**src/rtl/irqv_pkg.sv**
```systemverilog
// Shared constants and types for the vectored interrupt controller.
// Assumes source numbers are fixed by priority: lower number wins.
package irqv_pkg;
    typedef enum logic [1:0] {
        VK_RESTART = 2'd0,
        VK_TABLE   = 2'd1,
        VK_BUSOP   = 2'd2
    } vkind_e;

    localparam int SRC_TRAP  = 0;
    localparam int SRC_NMI   = 1;
    localparam int SRC_PRI   = 2;
    localparam int SRC_SLOT0 = 3;   // first source using a table slot code

    localparam logic [1:0] CFG_PAGE = 2'd0;
    localparam logic [1:0] CFG_SLOT = 2'd1;
    localparam logic [1:0] CFG_CTRL = 2'd2;

    localparam int CTRL_TRAP_BIT = 7;
    localparam int SLOT_W        = 3;
    localparam int CODE_W        = 5;

    localparam logic [15:0] ADDR_NMI  = 16'h0066;
    localparam logic [15:0] ADDR_PRI1 = 16'h0038;
endpackage

```
**src/rtl/irqv_regs.sv**
```systemverilog
// Configuration registers: vector page, table-slot field, per-pin enables
// and the trap status pair. Assumes PAGE_W >= 8 so control bit 7 exists.
module irqv_regs
    import irqv_pkg::*;
#(
    parameter int PAGE_W = 8,
    parameter int N_AUX  = 2
) (
    input  logic              clk,
    input  logic              rst_n,
    input  logic              cfg_we,
    input  logic [1:0]        cfg_addr,
    input  logic [PAGE_W-1:0] cfg_wdata,
    input  logic              undef_op,
    input  logic              undef_second,
    output logic [PAGE_W-1:0] page_q,
    output logic [SLOT_W-1:0] slot_q,
    output logic [N_AUX:0]    pin_en,
    output logic              trap_flag,
    output logic              trap_byte2
);
    // Page, slot and enable registers written by software.
    always_ff @(posedge clk) begin
        if (!rst_n) begin
            page_q <= '0;
            slot_q <= '0;
            pin_en <= (N_AUX+1)'(1);
        end else if (cfg_we) begin
            case (cfg_addr)
                CFG_PAGE: page_q <= cfg_wdata;
                CFG_SLOT: slot_q <= cfg_wdata[SLOT_W-1:0];
                CFG_CTRL: pin_en <= cfg_wdata[N_AUX:0];
                default:  ;
            endcase
        end
    end

    // Trap status: hardware set has precedence over a software clear.
    always_ff @(posedge clk) begin
        if (!rst_n) begin
            trap_flag  <= 1'b0;
            trap_byte2 <= 1'b0;
        end else if (undef_op) begin
            trap_flag  <= 1'b1;
            trap_byte2 <= undef_second;
        end else if (cfg_we && cfg_addr == CFG_CTRL && !cfg_wdata[CTRL_TRAP_BIT]) begin
            trap_flag  <= 1'b0;
        end
    end
endmodule

```
**src/rtl/irqv_req.sv**
```systemverilog
// Request conditioning: latches trap and non-maskable edges until taken,
// gates level-sensitive pins and internal lines with their enables.
// Assumes take_* pulse only in a cycle where that source wins an ack.
module irqv_req #(
    parameter int N_AUX = 2,
    parameter int N_INT = 7,
    localparam int N_SRC = 3 + N_AUX + N_INT
) (
    input  logic             clk,
    input  logic             rst_n,
    input  logic             nmi_pin,
    input  logic             undef_op,
    input  logic [N_AUX:0]   ext_pin,
    input  logic [N_INT-1:0] int_req,
    input  logic             gie,
    input  logic [N_AUX:0]   pin_en,
    input  logic             take_trap,
    input  logic             take_nmi,
    output logic [N_SRC-1:0] eligible,
    output logic             trap_pend,
    output logic             nmi_pend
);
    logic nmi_d;

    // Edge detector history for the non-maskable pin.
    always_ff @(posedge clk) begin
        if (!rst_n) nmi_d <= 1'b0;
        else        nmi_d <= nmi_pin;
    end

    // Latched requests: a new event outranks the clear from an acknowledge.
    always_ff @(posedge clk) begin
        if (!rst_n) begin
            trap_pend <= 1'b0;
            nmi_pend  <= 1'b0;
        end else begin
            if (undef_op)       trap_pend <= 1'b1;
            else if (take_trap) trap_pend <= 1'b0;
            if (nmi_pin && !nmi_d) nmi_pend <= 1'b1;
            else if (take_nmi)     nmi_pend <= 1'b0;
        end
    end

    // Unmasked sources at the top of the priority order.
    always_comb begin
        eligible[0] = trap_pend;
        eligible[1] = nmi_pend;
        eligible[2] = gie & pin_en[0] & ext_pin[0];
    end

    // Auxiliary pins, each with its own enable bit.
    for (genvar a = 0; a < N_AUX; a++) begin : g_aux
        assign eligible[3+a] = gie & pin_en[a+1] & ext_pin[a+1];
    end

    // Internal lines, gated by the global enable only.
    for (genvar i = 0; i < N_INT; i++) begin : g_int
        assign eligible[3+N_AUX+i] = gie & int_req[i];
    end
endmodule

```
**src/rtl/irqv_arb.sv**
```systemverilog
// Fixed-priority pick of the lowest-numbered eligible source and the
// entry address it uses. Purely combinational; the top registers it.
module irqv_arb
    import irqv_pkg::*;
#(
    parameter int N_SRC  = 12,
    parameter int PAGE_W = 8,
    localparam int SRC_W = $clog2(N_SRC),
    localparam int VEC_W = PAGE_W + 8
) (
    input  logic [N_SRC-1:0]  eligible,
    input  logic [1:0]        int_mode,
    input  logic [PAGE_W-1:0] page_q,
    input  logic [SLOT_W-1:0] slot_q,
    input  logic [7:0]        bus_byte,
    output logic              any,
    output logic [SRC_W-1:0]  win,
    output vkind_e            kind,
    output logic [VEC_W-1:0]  addr
);
    logic [CODE_W-1:0] code;

    // Priority encoder: the last hit scanning downward is the lowest number.
    always_comb begin
        any = 1'b0;
        win = '0;
        for (int i = N_SRC-1; i >= 0; i--) begin
            if (eligible[i]) begin
                any = 1'b1;
                win = SRC_W'(i);
            end
        end
    end

    // Slot code is twice the position among table-slot sources.
    assign code = CODE_W'((32'(win) - SRC_SLOT0) * 2);

    // Entry address and kind for the winning source.
    always_comb begin
        kind = VK_RESTART;
        addr = '0;
        if (win == SRC_W'(SRC_NMI)) begin
            addr = VEC_W'(ADDR_NMI);
        end else if (win == SRC_W'(SRC_PRI)) begin
            if (int_mode[1]) begin
                kind = VK_TABLE;
                addr = {page_q, bus_byte};
            end else if (int_mode[0]) begin
                addr = VEC_W'(ADDR_PRI1);
            end else begin
                kind = VK_BUSOP;
            end
        end else if (win >= SRC_W'(SRC_SLOT0)) begin
            kind = VK_TABLE;
            addr = {page_q, slot_q, code};
        end
    end
endmodule

```
**src/rtl/irq_vector_ctrl.sv**
```systemverilog
// Top level of the vectored interrupt controller. Registers the winner of
// an acknowledge and holds it until the next one. Assumes ack is a pulse
// from the CPU and that external pins are already synchronous to clk.
module irq_vector_ctrl
    import irqv_pkg::*;
#(
    parameter int PAGE_W = 8,
    parameter int N_AUX  = 2,
    parameter int N_INT  = 7,
    localparam int N_SRC = 3 + N_AUX + N_INT,
    localparam int SRC_W = $clog2(N_SRC),
    localparam int VEC_W = PAGE_W + 8
) (
    input  logic              clk,
    input  logic              rst_n,
    input  logic              cfg_we,
    input  logic [1:0]        cfg_addr,
    input  logic [PAGE_W-1:0] cfg_wdata,
    input  logic              gie,
    input  logic [1:0]        int_mode,
    input  logic              undef_op,
    input  logic              undef_second,
    input  logic              nmi_pin,
    input  logic [N_AUX:0]    ext_pin,
    input  logic [N_INT-1:0]  int_req,
    input  logic [7:0]        bus_byte,
    input  logic              ack,
    output logic              irq_pending,
    output logic [SRC_W-1:0]  vec_src,
    output logic [1:0]        vec_kind,
    output logic [VEC_W-1:0]  vec_addr,
    output logic              trap_flag,
    output logic              trap_byte2
);
    logic [PAGE_W-1:0] page_q;
    logic [SLOT_W-1:0] slot_q;
    logic [N_AUX:0]    pin_en;
    logic [N_SRC-1:0]  eligible;
    logic              trap_pend, nmi_pend, any, grant;
    logic [SRC_W-1:0]  win;
    vkind_e            kind;
    logic [VEC_W-1:0]  addr;

    assign grant       = ack & any;
    assign irq_pending = any;

    irqv_regs #(.PAGE_W(PAGE_W), .N_AUX(N_AUX)) u_regs (
        .clk, .rst_n, .cfg_we, .cfg_addr, .cfg_wdata, .undef_op, .undef_second,
        .page_q, .slot_q, .pin_en, .trap_flag, .trap_byte2
    );

    irqv_req #(.N_AUX(N_AUX), .N_INT(N_INT)) u_req (
        .clk, .rst_n, .nmi_pin, .undef_op, .ext_pin, .int_req, .gie, .pin_en,
        .take_trap (grant && win == SRC_W'(SRC_TRAP)),
        .take_nmi  (grant && win == SRC_W'(SRC_NMI)),
        .eligible, .trap_pend, .nmi_pend
    );

    irqv_arb #(.N_SRC(N_SRC), .PAGE_W(PAGE_W)) u_arb (
        .eligible, .int_mode, .page_q, .slot_q, .bus_byte,
        .any, .win, .kind, .addr
    );

    // Vector output register: loads on a granted acknowledge, else holds.
    always_ff @(posedge clk) begin
        if (!rst_n) begin
            vec_src  <= '0;
            vec_kind <= VK_RESTART;
            vec_addr <= '0;
        end else if (grant) begin
            vec_src  <= win;
            vec_kind <= kind;
            vec_addr <= addr;
        end
    end
endmodule

```
**config.mk**
```make
export PLATFORM = sky130hd
export DESIGN_NAME = irq_vector_ctrl
export DESIGN_NICKNAME = d
export VERILOG_FILES = /design/src/rtl/irqv_pkg.sv /design/src/rtl/irqv_regs.sv /design/src/rtl/irqv_req.sv /design/src/rtl/irqv_arb.sv /design/src/rtl/irq_vector_ctrl.sv
export SDC_FILE = /design/constraint.sdc
export NUM_CORES = 1
export LEC_CHECK = 0
export BUFFER_PORTS_ARGS = -buffer_cell sky130_fd_sc_hd__buf_2
export CAP_MARGIN = 20
export CORE_UTILIZATION = 35
export CTS_CLUSTER_SIZE = 28
export DETAILED_ROUTE_END_ITERATION = 7
export GPL_TIMING_DRIVEN = 0
export PLACE_DENSITY = 0.6
export SLEW_MARGIN = 20
export SYNTH_ARGS = -nofsm -noshare
export SYNTH_HDL_FRONTEND = slang
export SYNTH_SLANG_ARGS = --single-unit
```
**constraint.sdc**
```tcl
create_clock -name clk -period 3.1 [get_ports clk]
set_input_delay 0.155 -clock clk [delete_from_list [all_inputs] [get_ports clk]]
set_output_delay 0.155 -clock clk [all_outputs]
set_load 0.005 [all_outputs]
```
==> results.ini, run 1 <==
[run]
max-cap-violations=0

[power]
power_uw=1100
ir_drop_mv=0.320
p_leak_uw=0.00106
cellPowerDensity_nw_per_um2=453

[clock_tree]
clk_path_buf_depth=2
cts_inserted_buffers=5
clk_pin_slew_ns=0.09
post_cts_buffers=0
cts_root_buffer=clkbuf_8
clkSinkCount=41
ctsHoldBuffers=0
post_cts_resize_count=0
tritoncts=yes
clock_latency_ns=0.30
htree_levels=2

[timing]
finClkSkew_ns=0.0102
fin_crit_ns=2.77
worstMarginPinSlew_ns=0.643
setup_viol=0
slew_headroom=0.570
grt_setup_unrepaired=false
timing_hold_violations_final=0
fin_crit_sh=0.894
fin_tns_setup_ns=0
slew_violations=0
max_clock_freq_mhz=361

[global_routing]
grt_usage=0.177
grt_pass1_vias=1700
grt-ovfl-total=0
antenna_found_initial=0
grt_max_degree=15
grt_first_pass_wirelength_um=8140

[drt]
ant_nets=0
vias=1745
dr.first_iter.drc_count=76
wl_per_cell_um=14.3
firstDrtPassIters=4
routed_via_density=5.12
routed_wl_um=4870
drt_drc_violations_left=0

[final_layout]
antennaDiodeCount=0
final_area_sq_um=2420
fillCellCount=549
seq_area_sq_um=821
drive_above_1_share=0.306
syn_to_final_growth_pct=25.0
multiInputGateArea_sq_um=1050
nets=310

[synthesis]
syn_inst=202
synth_top_area_frac=0.425
postSynth.topFlopCell=dfxtp_1
synth_cell_types=47
ys_seq_area_frac=0.425
synthTopCellsByArea=dfxtp_1 (42%), mux2i_1 (7.8%), nor2b_1 (7.4%), a22o_1 (4.5%), a21oi_1 (3.1%)
synth_edf_count=0
yosysTopAreaCell=dfxtp_1
ys_ff_latch=41
synth_warnings=0
syn_nets=242
async_reset_ff_frac=0
avgSynthCellArea_sq_um=9.57
synth_area_sq_um=1930

[outcome]
outcome=complete, no violations

[worst_setup_path]
rrSetupSlack_ns=0.33
cp.arrival_ns=3.01
cpLargestDelayFamily=compound AO/OA/AOI/OAI gates
critPathMaxFanout=10
path_class=reg -> reg
end_kind=register
r2r-start=u_regs.pin_en[1]$_SDFFE_PN0P_
slowest_stage=o31ai_2
cp_cell_sequence=a22oi_1 > o21ai_0 > nand3_1 > inv_1 > ha_1 > clkbuf_1 > o31ai_2 > a21oi_2 > nor2_2 > a22o_1
timing.rr.end=vec_addr[12]$_SDFFE_PN0P_
critPathMaxStageDelay_ns=0.41
cp_data_required_time_ns=3.34
ff2ff_path_depth=10
worstSetupStartpointType=register
cp_num_cells=10
crit_buf_inv=2

[placed_design]
placed_cell_area_sq_um=2330
dp_hpwl_um=3640
port_buffers=61
gp_congestion=0.759

[floorplanning]
initial_core_util=0.371
row_count=26
die_h_um=76.3
core_sq_um=5200
die_x_um=76.3
num_io_pins=63
dieArea_sq_um=5820

[hold_path]
hold_start=nmi_pin
hold_class=in -> reg
holdPathStages=2
holdPathEnd=u_req.nmi_d$_SDFF_PN0_

-- report_power, final --
| part | internal (uW) | leakage, uW | total [uW] | switching [uW] |
|---|---|---|---|---|
| Combinational | 79.3 | 0.000679 | 178 | 98.9 |
| Clock | 160 | 0.0000445 | 360 | 200 |
| Sequential | 546 | 0.000334 | 557 | 11.1 |
-- routing by layer --
layer | up-vias | global-route usage | part of all wire
li1 | 877 | - | -
met1 | 814 | 0.233 | 0.49
met2 | 47 | 0.283 | 0.44
met3 | 7 | 0.0371 | 0.053
met4 | 0 | 0.0692 | 0.014
met5 | - | 0 | 0
-- worst register-to-register path, stage by stage, from the launching register on --
cell and delay (ns):
dfxtp_1 0.38, a22oi_1 0.41, o21ai_0 0.21, nand3_1 0.18, inv_1 0.06, ha_1 0.18, clkbuf_1 0.23, o31ai_2 0.41
a21oi_2 0.06, nor2_2 0.38, a22o_1 0.22
-- kinds of logic after synthesis --
logic type / share of synthesized area
AOI/OAI and AO/OA: 0.258
and+or+nand+nor: 0.195
DFF: 0.425
muxes: 0.0777
buffers and inverters: 0.0324
adders and majority gates: 0.0129
-- how the worst max path moves through the flow --
stage | start | endpoint
final | u_regs.pin_en[1]$_SDFFE_PN0P_ | vec_addr[12]$_SDFFE_PN0P_
after global routing | u_regs.pin_en[2]$_SDFFE_PN0P_ | vec_addr[12]$_SDFFE_PN0P_
after CTS | u_regs.pin_en[1]$_SDFFE_PN0P_ | vec_addr[12]$_SDFFE_PN0P_
after detailed placement | int_req[5] | vec_addr[12]$_SDFFE_PN0P_
after global placement | int_req[5] | vec_addr[14]$_SDFFE_PN0P_
after floorplan | int_req[5] | vec_addr[6]$_SDFFE_PN0P_
-- cell usage after synthesis, types with 3 or more instances --
cell / number
nand2_1: 13
nand3_1: 4
a32oi_1: 3
mux2i_1: 15
and3_1: 3
clkbuf_1: 5
dfxtp_1: 41
o21a_1: 3
nor2_1: 6
a21oi_1: 12
nor2b_1: 23
a21o_1: 3
inv_1: 5
o21ai_0: 11
a22o_1: 10
-- layout by cell type, fill, tap and decap left out, types with 2 or more instances in the layout --
master,netlist,final
mux2i_1,15,15
nand3b_1,2,2
nand2_1,13,13
ha_1,2,2
a211oi_1,2,2
o2bb2ai_1,2,2
buf_2,2,63
nor2b_1,23,23
nor2_1,6,6
clkbuf_8,0,5
a31oi_1,2,2
a21oi_1,12,12
a2bb2oi_1,2,2
and3_1,3,3
a21boi_0,2,2
nand3_1,4,4
or4_1,2,2
and2_1,2,2
a21o_1,3,3
clkbuf_1,5,5
o31ai_2,2,2
a22o_1,10,10
dfxtp_1,41,41
a41oi_1,2,2
o21a_1,3,3
inv_1,5,5
a32oi_1,3,3
a22oi_1,2,2
o21ai_0,11,11
-- stage by stage --
| stage | setup slack [ns] | hold slack [ns] | std cells | util |
|---|---|---|---|---|
| CTS | 0.317 | 0.0632 | 341 | 0.464 |
| global placement | 0.227 | 0.369 | 333 | 0.447 |
| floorplan | 0.771 | 0.277 | 202 | - |
| global route | 0.104 | 0.0844 | 341 | 0.464 |
| detailed placement | 0.146 | 0.371 | 333 | 0.447 |
| finish | 0.328 | 0.0696 | 341 | 0.464 |
-- layout make-up --
type | instances | area share
buffer | 9 | 0.0181
inverter | 5 | 0.00777
clock inverter | 3 | 0.00880
multi-input combinational | 147 | 0.434
tap | 70 | 0.0363
timing repair buffer | 61 | 0.126
sequential | 41 | 0.340
clock buffer | 5 | 0.0285
-- state kept, by name, summed over array words and instances (netlist names) --
| register | flops |
|---|---|
| vec_addr | 16 |
| u_regs.slot_q | 3 |
| u_regs.trap_byte2 | 1 |
| u_req.trap_pend | 1 |
| vec_kind | 2 |
| u_req.nmi_d | 1 |
| u_regs.pin_en | 3 |
| u_regs.page_q | 8 |
| u_req.nmi_pend | 1 |
| u_regs.trap_flag | 1 |
| vec_src | 4 |
No activity file was read; power rests on OpenSTA's default activity.
==> run 2, diff against run 1 <==
- CORE_UTILIZATION: 35 -> 40
- PLACE_DENSITY: 0.6 -> 0.66
==> run 2 against run 1 <==
  * Final cell count is 5.3% lower
  * Cell area hardly changed
  * Global-route usage rose by 1.3 points
  * Fmax about the same
  * Via count is 0.97% higher
  * Largest power group unchanged
  * Combinational power about the same
  * Critical path type unchanged
  * Worst hold slack better by 0.0043 ns
  * First-iteration DRC count grew 96%
  * Sequential power about the same
  * Critical path depth is 1 lower
  * Flip-flop and latch count is the same
  * Setup slack worse by 0.0019 ns
==> results.ini, run 2 (synthesized netlist as in run 1, its figures left out) <==
[drt]
ant_nets=0  ; unchanged
wl_per_cell_um=14.4  ; +0.70%
drt_drc_violations_left=0  ; unchanged
wl_met2_um=2080  ; -3.0%
routed_via_density=5.46  ; +6.6%
firstDrtPassIters=4  ; unchanged
dr.first_iter.drc_count=149  ; +96%
routed.top_layer=met4
routed_wl_um=4650  ; -4.6%
route.met3.wl_um=239  ; -7.4%
m1WireLength_um=2290  ; -5.0%
vias=1762  ; +0.97%

[worst_setup_path]
slowest_stage=a211oi_1
critPathMaxFanout=10  ; unchanged
cp_data_required_time_ns=3.34  ; about the same
path_class=reg -> reg
critPathMostFrequentCell=a22o_1
worstSetupStartpointType=register
critPathMaxStageDelay_ns=0.56  ; +0.15 ns
crit_buf_inv=2  ; unchanged
end_kind=register
cp_cell_sequence=a22o_1 > a211oi_1 > inv_1 > ha_1 > clkbuf_1 > o31ai_2 > a21oi_2 > nor2_2 > a22o_1
cp.arrival_ns=3.01  ; about the same
cpLargestDelayFamily=compound AO/OA/AOI/OAI gates

[timing]
max_clock_freq_mhz=361  ; about the same
finClkSkew_ns=0.00380  ; -0.00637 ns
fin_tns_setup_ns=0  ; unchanged
slew_violations=0  ; unchanged
setup_viol=0  ; unchanged
fin_crit_sh=0.895  ; about the same
worstMarginPinSlew_ns=0.664  ; +0.0213 ns
timing_hold_violations_final=0  ; unchanged
fin_crit_ns=2.77  ; +0.00186 ns
fin_ws_ns=0.326  ; -0.00186 ns
slew_headroom=0.555  ; -0.0153
grt_setup_unrepaired=false

[final_layout]
largest_reg_flops=16  ; unchanged
antennaDiodeCount=0  ; unchanged
drive_above_1_share=0.303  ; -0.00369
nets=310  ; unchanged
syn_to_final_growth_pct=24.9  ; about the same
final_cell_mix=buf_2 (63), dfxtp_1 (41), nor2b_1 (23), mux2i_1 (15), nand2_1 (13)
final_common_cell=buf_2
top_regs=vec_addr: 16 flops, u_regs.page_q: 8 flops, vec_src: 4 flops
largest-register=vec_addr

[power]
ir_drop_mv=0.236  ; -26%
cellPowerDensity_nw_per_um2=484  ; +6.8%
p_leak_uw=0.00107  ; +1.0%

[clock_tree]
post_cts_buffers=0  ; unchanged
clk_pin_slew_ns=0.08  ; about the same
cts_inserted_buffers=5  ; unchanged
post_cts_resize_count=0  ; unchanged
cts_root_buffer=clkbuf_8
htree_levels=2  ; unchanged
clock_latency_ns=0.29  ; about the same
ctsHoldBuffers=0  ; unchanged
clkSinkCount=41  ; unchanged
clk_path_buf_depth=2  ; unchanged
tritoncts=yes

[placed_design]
place_ws_ns=0.186  ; +0.0403 ns
port_buffers=61  ; unchanged
dp_hpwl_um=3440  ; -5.6%
gp_congestion=0.834  ; +9.8%

[floorplanning]
die_h_um=71.5  ; -6.3%
die_x_um=71.5  ; -6.3%
row_count=24  ; -7.7%
core_sq_um=4500  ; -13%
initial_core_util=0.429  ; +0.0578
num_io_pins=63  ; unchanged
dieArea_sq_um=5120  ; -12%

[global_routing]
grt_max_degree=14  ; -1
grt-ovfl-total=0  ; unchanged
antenna_found_initial=0  ; unchanged
grt_first_pass_wirelength_um=7660  ; -5.9%
grt_usage=0.191  ; +0.0135
grt_pass1_vias=1680  ; -1.2%

[hold_path]
hold_class=in -> reg

[run]
max-cap-violations=0  ; unchanged

[outcome]
outcome=complete, no violations

[run 2: cell count changes in the layout (fill, tap and decap cells not counted)]
| cell | change |
|---|---|
| bufinv_16 | +1 |
| clkinv_2 | -1 |
| clkinvlp_4 | -1 |
| clkinv_4 | +1 |
| inv_6 | -1 |
| clkbuf_1 | +1 |
[run 2: per-layer routing]
metal | up-vias | track usage
met5 | - | 0
met4 | 0 | 0.0654
met3 | 6 | 0.0352
met2 | 60 | 0.321
met1 | 818 | 0.248
li1 | 878 | -
[run 2: worst register-to-register path, delay by kind of cell, from the launching register on]
kind,cells,cell delay [ns]
AO/OA/AOI/OAI,5,1.47
adder cells (fa/ha/maj),1,0.20
buffers and inverters,2,0.31
flip-flops,1,0.35
AND/OR/NAND/NOR,1,0.39
[run 2: power by group]
part           total (uW)  internal (uW)  switching [uW]
Combinational         178           79.3            98.5
Sequential            557            546            11.0
Clock                 434            242             192
[run 2: through the flow]
stage	utilization	hold WS (ns)	std cells	total power, uW	cell area, sq um
floorplan	-	0.277	202	676	1930
global placement	0.511	0.372	315	744	2300
detailed placement	0.511	0.381	315	746	2300
CTS	0.536	0.0702	323	1180	2410
global route	0.536	0.0693	323	1220	2410
finish	0.536	0.0740	323	1170	2410
[run 2: area by class of cell]
cell class | count | area [sq um]
Buffer | 9 | 43.8
Clock buffer | 6 | 72.6
Clock inverter | 2 | 38.8
Fill cell | 438 | 2090
Inverter | 5 | 18.8
Multi-Input combinational cell | 147 | 1050
Sequential cell | 41 | 821
Tap cell | 52 | 65.1
Timing Repair Buffer | 61 | 305
[run 2: path summary, 6_finish.rpt]
kind / start / to / slack, ns / depth (start not counted)
min: nmi_pin / u_req.nmi_d$_SDFF_PN0_ / 0.07 / 2
max: u_regs.pin_en[2]$_SDFFE_PN0P_ / vec_addr[15]$_SDFFE_PN0P_ / 0.33 / 9
min reg2reg: vec_kind[0]$_SDFFE_PN0P_ / vec_kind[0]$_SDFFE_PN0P_ / 0.46 / 1
max reg2reg: u_regs.pin_en[2]$_SDFFE_PN0P_ / vec_addr[15]$_SDFFE_PN0P_ / 0.33 / 9
==> run 3, diff against run 2 <==
- PLACE_DENSITY: 0.66 -> unset
- PLACE_DENSITY_LB_ADDON: unset -> 0.3
==> run 3 against run 2 <==
  * Register-to-register slack better by 0.07 ns
  * Sequential share of layout area unchanged
  * Worst hold slack worse by 0.014 ns
  * Fmax up 2.6%
  * Critical path depth unchanged
  * Cell area unchanged
  * Clock-buffer cell count unchanged
  * Global-route usage about the same
  * Critical path type unchanged
  * Critical endpoint is now vec_addr[9]$_SDFFE_PN0P_
  * Largest cell class unchanged
  * Highest routed layer unchanged
==> results.ini, run 3 (synthesized netlist as in run 1, its figures left out) <==
[clock_tree]
clkSinkCount=41  ; unchanged
post_cts_buffers=0  ; unchanged
clk_path_buf_depth=2  ; unchanged
tritoncts=yes
clock_latency_ns=0.30  ; about the same
clk_pin_slew_ns=0.09  ; about the same
ctsHoldBuffers=0  ; unchanged
cts_inserted_buffers=5  ; unchanged
htree_levels=2  ; unchanged
post_cts_resize_count=0  ; unchanged
cts_root_buffer=clkbuf_8

[drt]
vias=1769  ; +0.40%
routed_via_density=5.48  ; +0.40%
firstDrtPassIters=4  ; unchanged
dr.first_iter.drc_count=151  ; +1.3%
drt_drc_violations_left=0  ; unchanged
routed_wl_um=4630  ; -0.45%
ant_nets=0  ; unchanged
wl_per_cell_um=14.3  ; -0.45%

[timing]
fin_ws_ns=0.398  ; +0.0713 ns
fin_crit_sh=0.872  ; -0.0230
worstMarginPinSlew_ns=0.640  ; -0.0240 ns
fin_tns_setup_ns=0  ; unchanged
slew_violations=0  ; unchanged
slew_headroom=0.572  ; +0.0171
grt_setup_unrepaired=false
fin_crit_ns=2.70  ; -0.0713 ns
max_clock_freq_mhz=370  ; +2.6%
finClkSkew_ns=0.00993  ; +0.00613 ns
setup_viol=0  ; unchanged
timing_hold_violations_final=0  ; unchanged

[final_layout]
fillCellCount=444  ; +1.4%
nets=310  ; unchanged
final_common_cell=buf_2
largest_reg_flops=16  ; unchanged
top_regs=vec_addr: 16 flops, u_regs.page_q: 8 flops, vec_src: 4 flops
antennaDiodeCount=0  ; unchanged
largest-register=vec_addr
drive_above_1_share=0.303  ; unchanged
final_cell_mix=buf_2 (63), dfxtp_1 (41), nor2b_1 (23), mux2i_1 (15), nand2_1 (13)
syn_to_final_growth_pct=24.9  ; unchanged

[global_routing]
grt_max_degree=14  ; unchanged
grt_usage=0.191  ; +0.000484
grt-ovfl-total=0  ; unchanged
grt_first_pass_wirelength_um=7760  ; +1.3%
antenna_found_initial=0  ; unchanged
grt_pass1_vias=1697  ; +1.0%

[worst_setup_path]
critPathMostFrequentCell=a22o_1
r2r-start=u_regs.pin_en[2]$_SDFFE_PN0P_
slowest_stage=a211oi_1
path_class=reg -> reg
ff2ff_path_depth=9  ; unchanged
crit_buf_inv=2  ; unchanged
cp_cell_sequence=a22o_1 > a211oi_1 > inv_1 > ha_1 > clkbuf_1 > o31ai_2 > a21oi_2 > nor2_2 > a22o_1
critPathMaxFanout=10  ; unchanged
timing.rr.end=vec_addr[9]$_SDFFE_PN0P_
rrSetupSlack_ns=0.40  ; +0.07 ns
end_kind=register
critPathMaxStageDelay_ns=0.50  ; -0.06 ns
worstSetupStartpointType=register
cp.arrival_ns=2.95  ; -0.06 ns
cpLargestDelayFamily=compound AO/OA/AOI/OAI gates
cp_data_required_time_ns=3.35  ; about the same

[floorplanning]
core_sq_um=4500  ; unchanged
die_x_um=71.5  ; unchanged
die_h_um=71.5  ; unchanged
num_io_pins=63  ; unchanged
dieArea_sq_um=5120  ; unchanged
initial_core_util=0.429  ; unchanged
row_count=24  ; unchanged

[power]
intPower_uw=868  ; about the same
pwr-share-clk=0.378  ; +0.007
cellPowerDensity_nw_per_um2=488  ; +0.82%
power.switching_fraction=0.264  ; +0.00570
p_sw_uw=311  ; +3.1%
power_frac_comb=0.150  ; -0.002
p_leak_uw=0.00107  ; unchanged
seqPwrFrac=0.473  ; -0.004
ir_drop_mv=0.326  ; +38%

[hold_path]
hold_start=nmi_pin
holdPathEnd=u_req.nmi_d$_SDFF_PN0_
holdPathStages=2  ; unchanged
hold_class=in -> reg

[placed_design]
port_buffers=61  ; unchanged
place_ws_ns=0.198  ; +0.0116 ns
dp_hpwl_um=3440  ; +0.13%
gp_congestion=0.873  ; +4.7%

[outcome]
outcome=complete, no violations

[run]
max-cap-violations=0  ; unchanged

run 3: cell counts in the layout (fill, tap and decap cells not counted):
No cell type changed its count.
run 3: how the worst max path moves through the flow:
stage / start / endpoint / cells past startpoint
2_1_floorplan: int_req[5] / vec_addr[6]$_SDFFE_PN0P_ / 9
3_3_place_gp: int_req[5] / vec_addr[11]$_SDFFE_PN0P_ / 12
3_5_place_dp: int_req[5] / vec_addr[14]$_SDFFE_PN0P_ / 12
4_1_cts: u_regs.pin_en[2]$_SDFFE_PN0P_ / vec_addr[9]$_SDFFE_PN0P_ / 9
5_1_grt: u_regs.pin_en[2]$_SDFFE_PN0P_ / vec_addr[10]$_SDFFE_PN0P_ / 9
6_report: u_regs.pin_en[2]$_SDFFE_PN0P_ / vec_addr[9]$_SDFFE_PN0P_ / 9
run 3: worst reg2reg max path, stage by stage (launching register included):
cell      delay [ns]
dfxtp_1         0.35
a22o_1          0.22
a211oi_1        0.50
inv_1           0.09
ha_1            0.20
clkbuf_1        0.23
o31ai_2         0.41
a21oi_2         0.06
nor2_2          0.37
a22o_1          0.22
run 3: cell type report:
type	instances	area, sq um	area share
plain buffers	9	43.8	0.0181
clock buffers	6	72.6	0.0301
clock inverters	2	38.8	0.0161
inverters	5	18.8	0.00777
multi-input cells	147	1050	0.435
flip-flops and latches	41	821	0.340
well taps	52	65.1	0.0269
repair buffers	61	305	0.126
run 3: per-layer routing:
| metal | up-vias | global-route usage | wire length, um |
|---|---|---|---|
| met4 | 0 | 0.0566 | 55 |
| met1 | 820 | 0.249 | 2220 |
| met3 | 9 | 0.0478 | 249 |
| met2 | 61 | 0.315 | 2110 |
| met5 | - | 0 | 0 |
| li1 | 879 | - | - |
run 3: per-stage QoR:
stage	util	hold slack (ns)	instance area, sq um	total power [uW]	instances
2_1_floorplan	-	0.277	1930	676	202
3_3_place_gp	0.511	0.372	2300	743	315
3_5_place_dp	0.511	0.374	2300	745	315
4_1_cts	0.536	0.0641	2410	1180	323
5_1_grt	0.536	0.0596	2410	1220	323
6_report	0.536	0.0598	2410	1180	323
run 3: power by group through the flow:
stage | combinational [uW] | clock [uW] | sequential, uW
finish | 176 | 445 | 557
global route | 198 | 464 | 560
CTS | 177 | 446 | 557
detailed placement | 176 | 0 | 569
global placement | 174 | 0 | 569
floorplan | 107 | 0 | 569
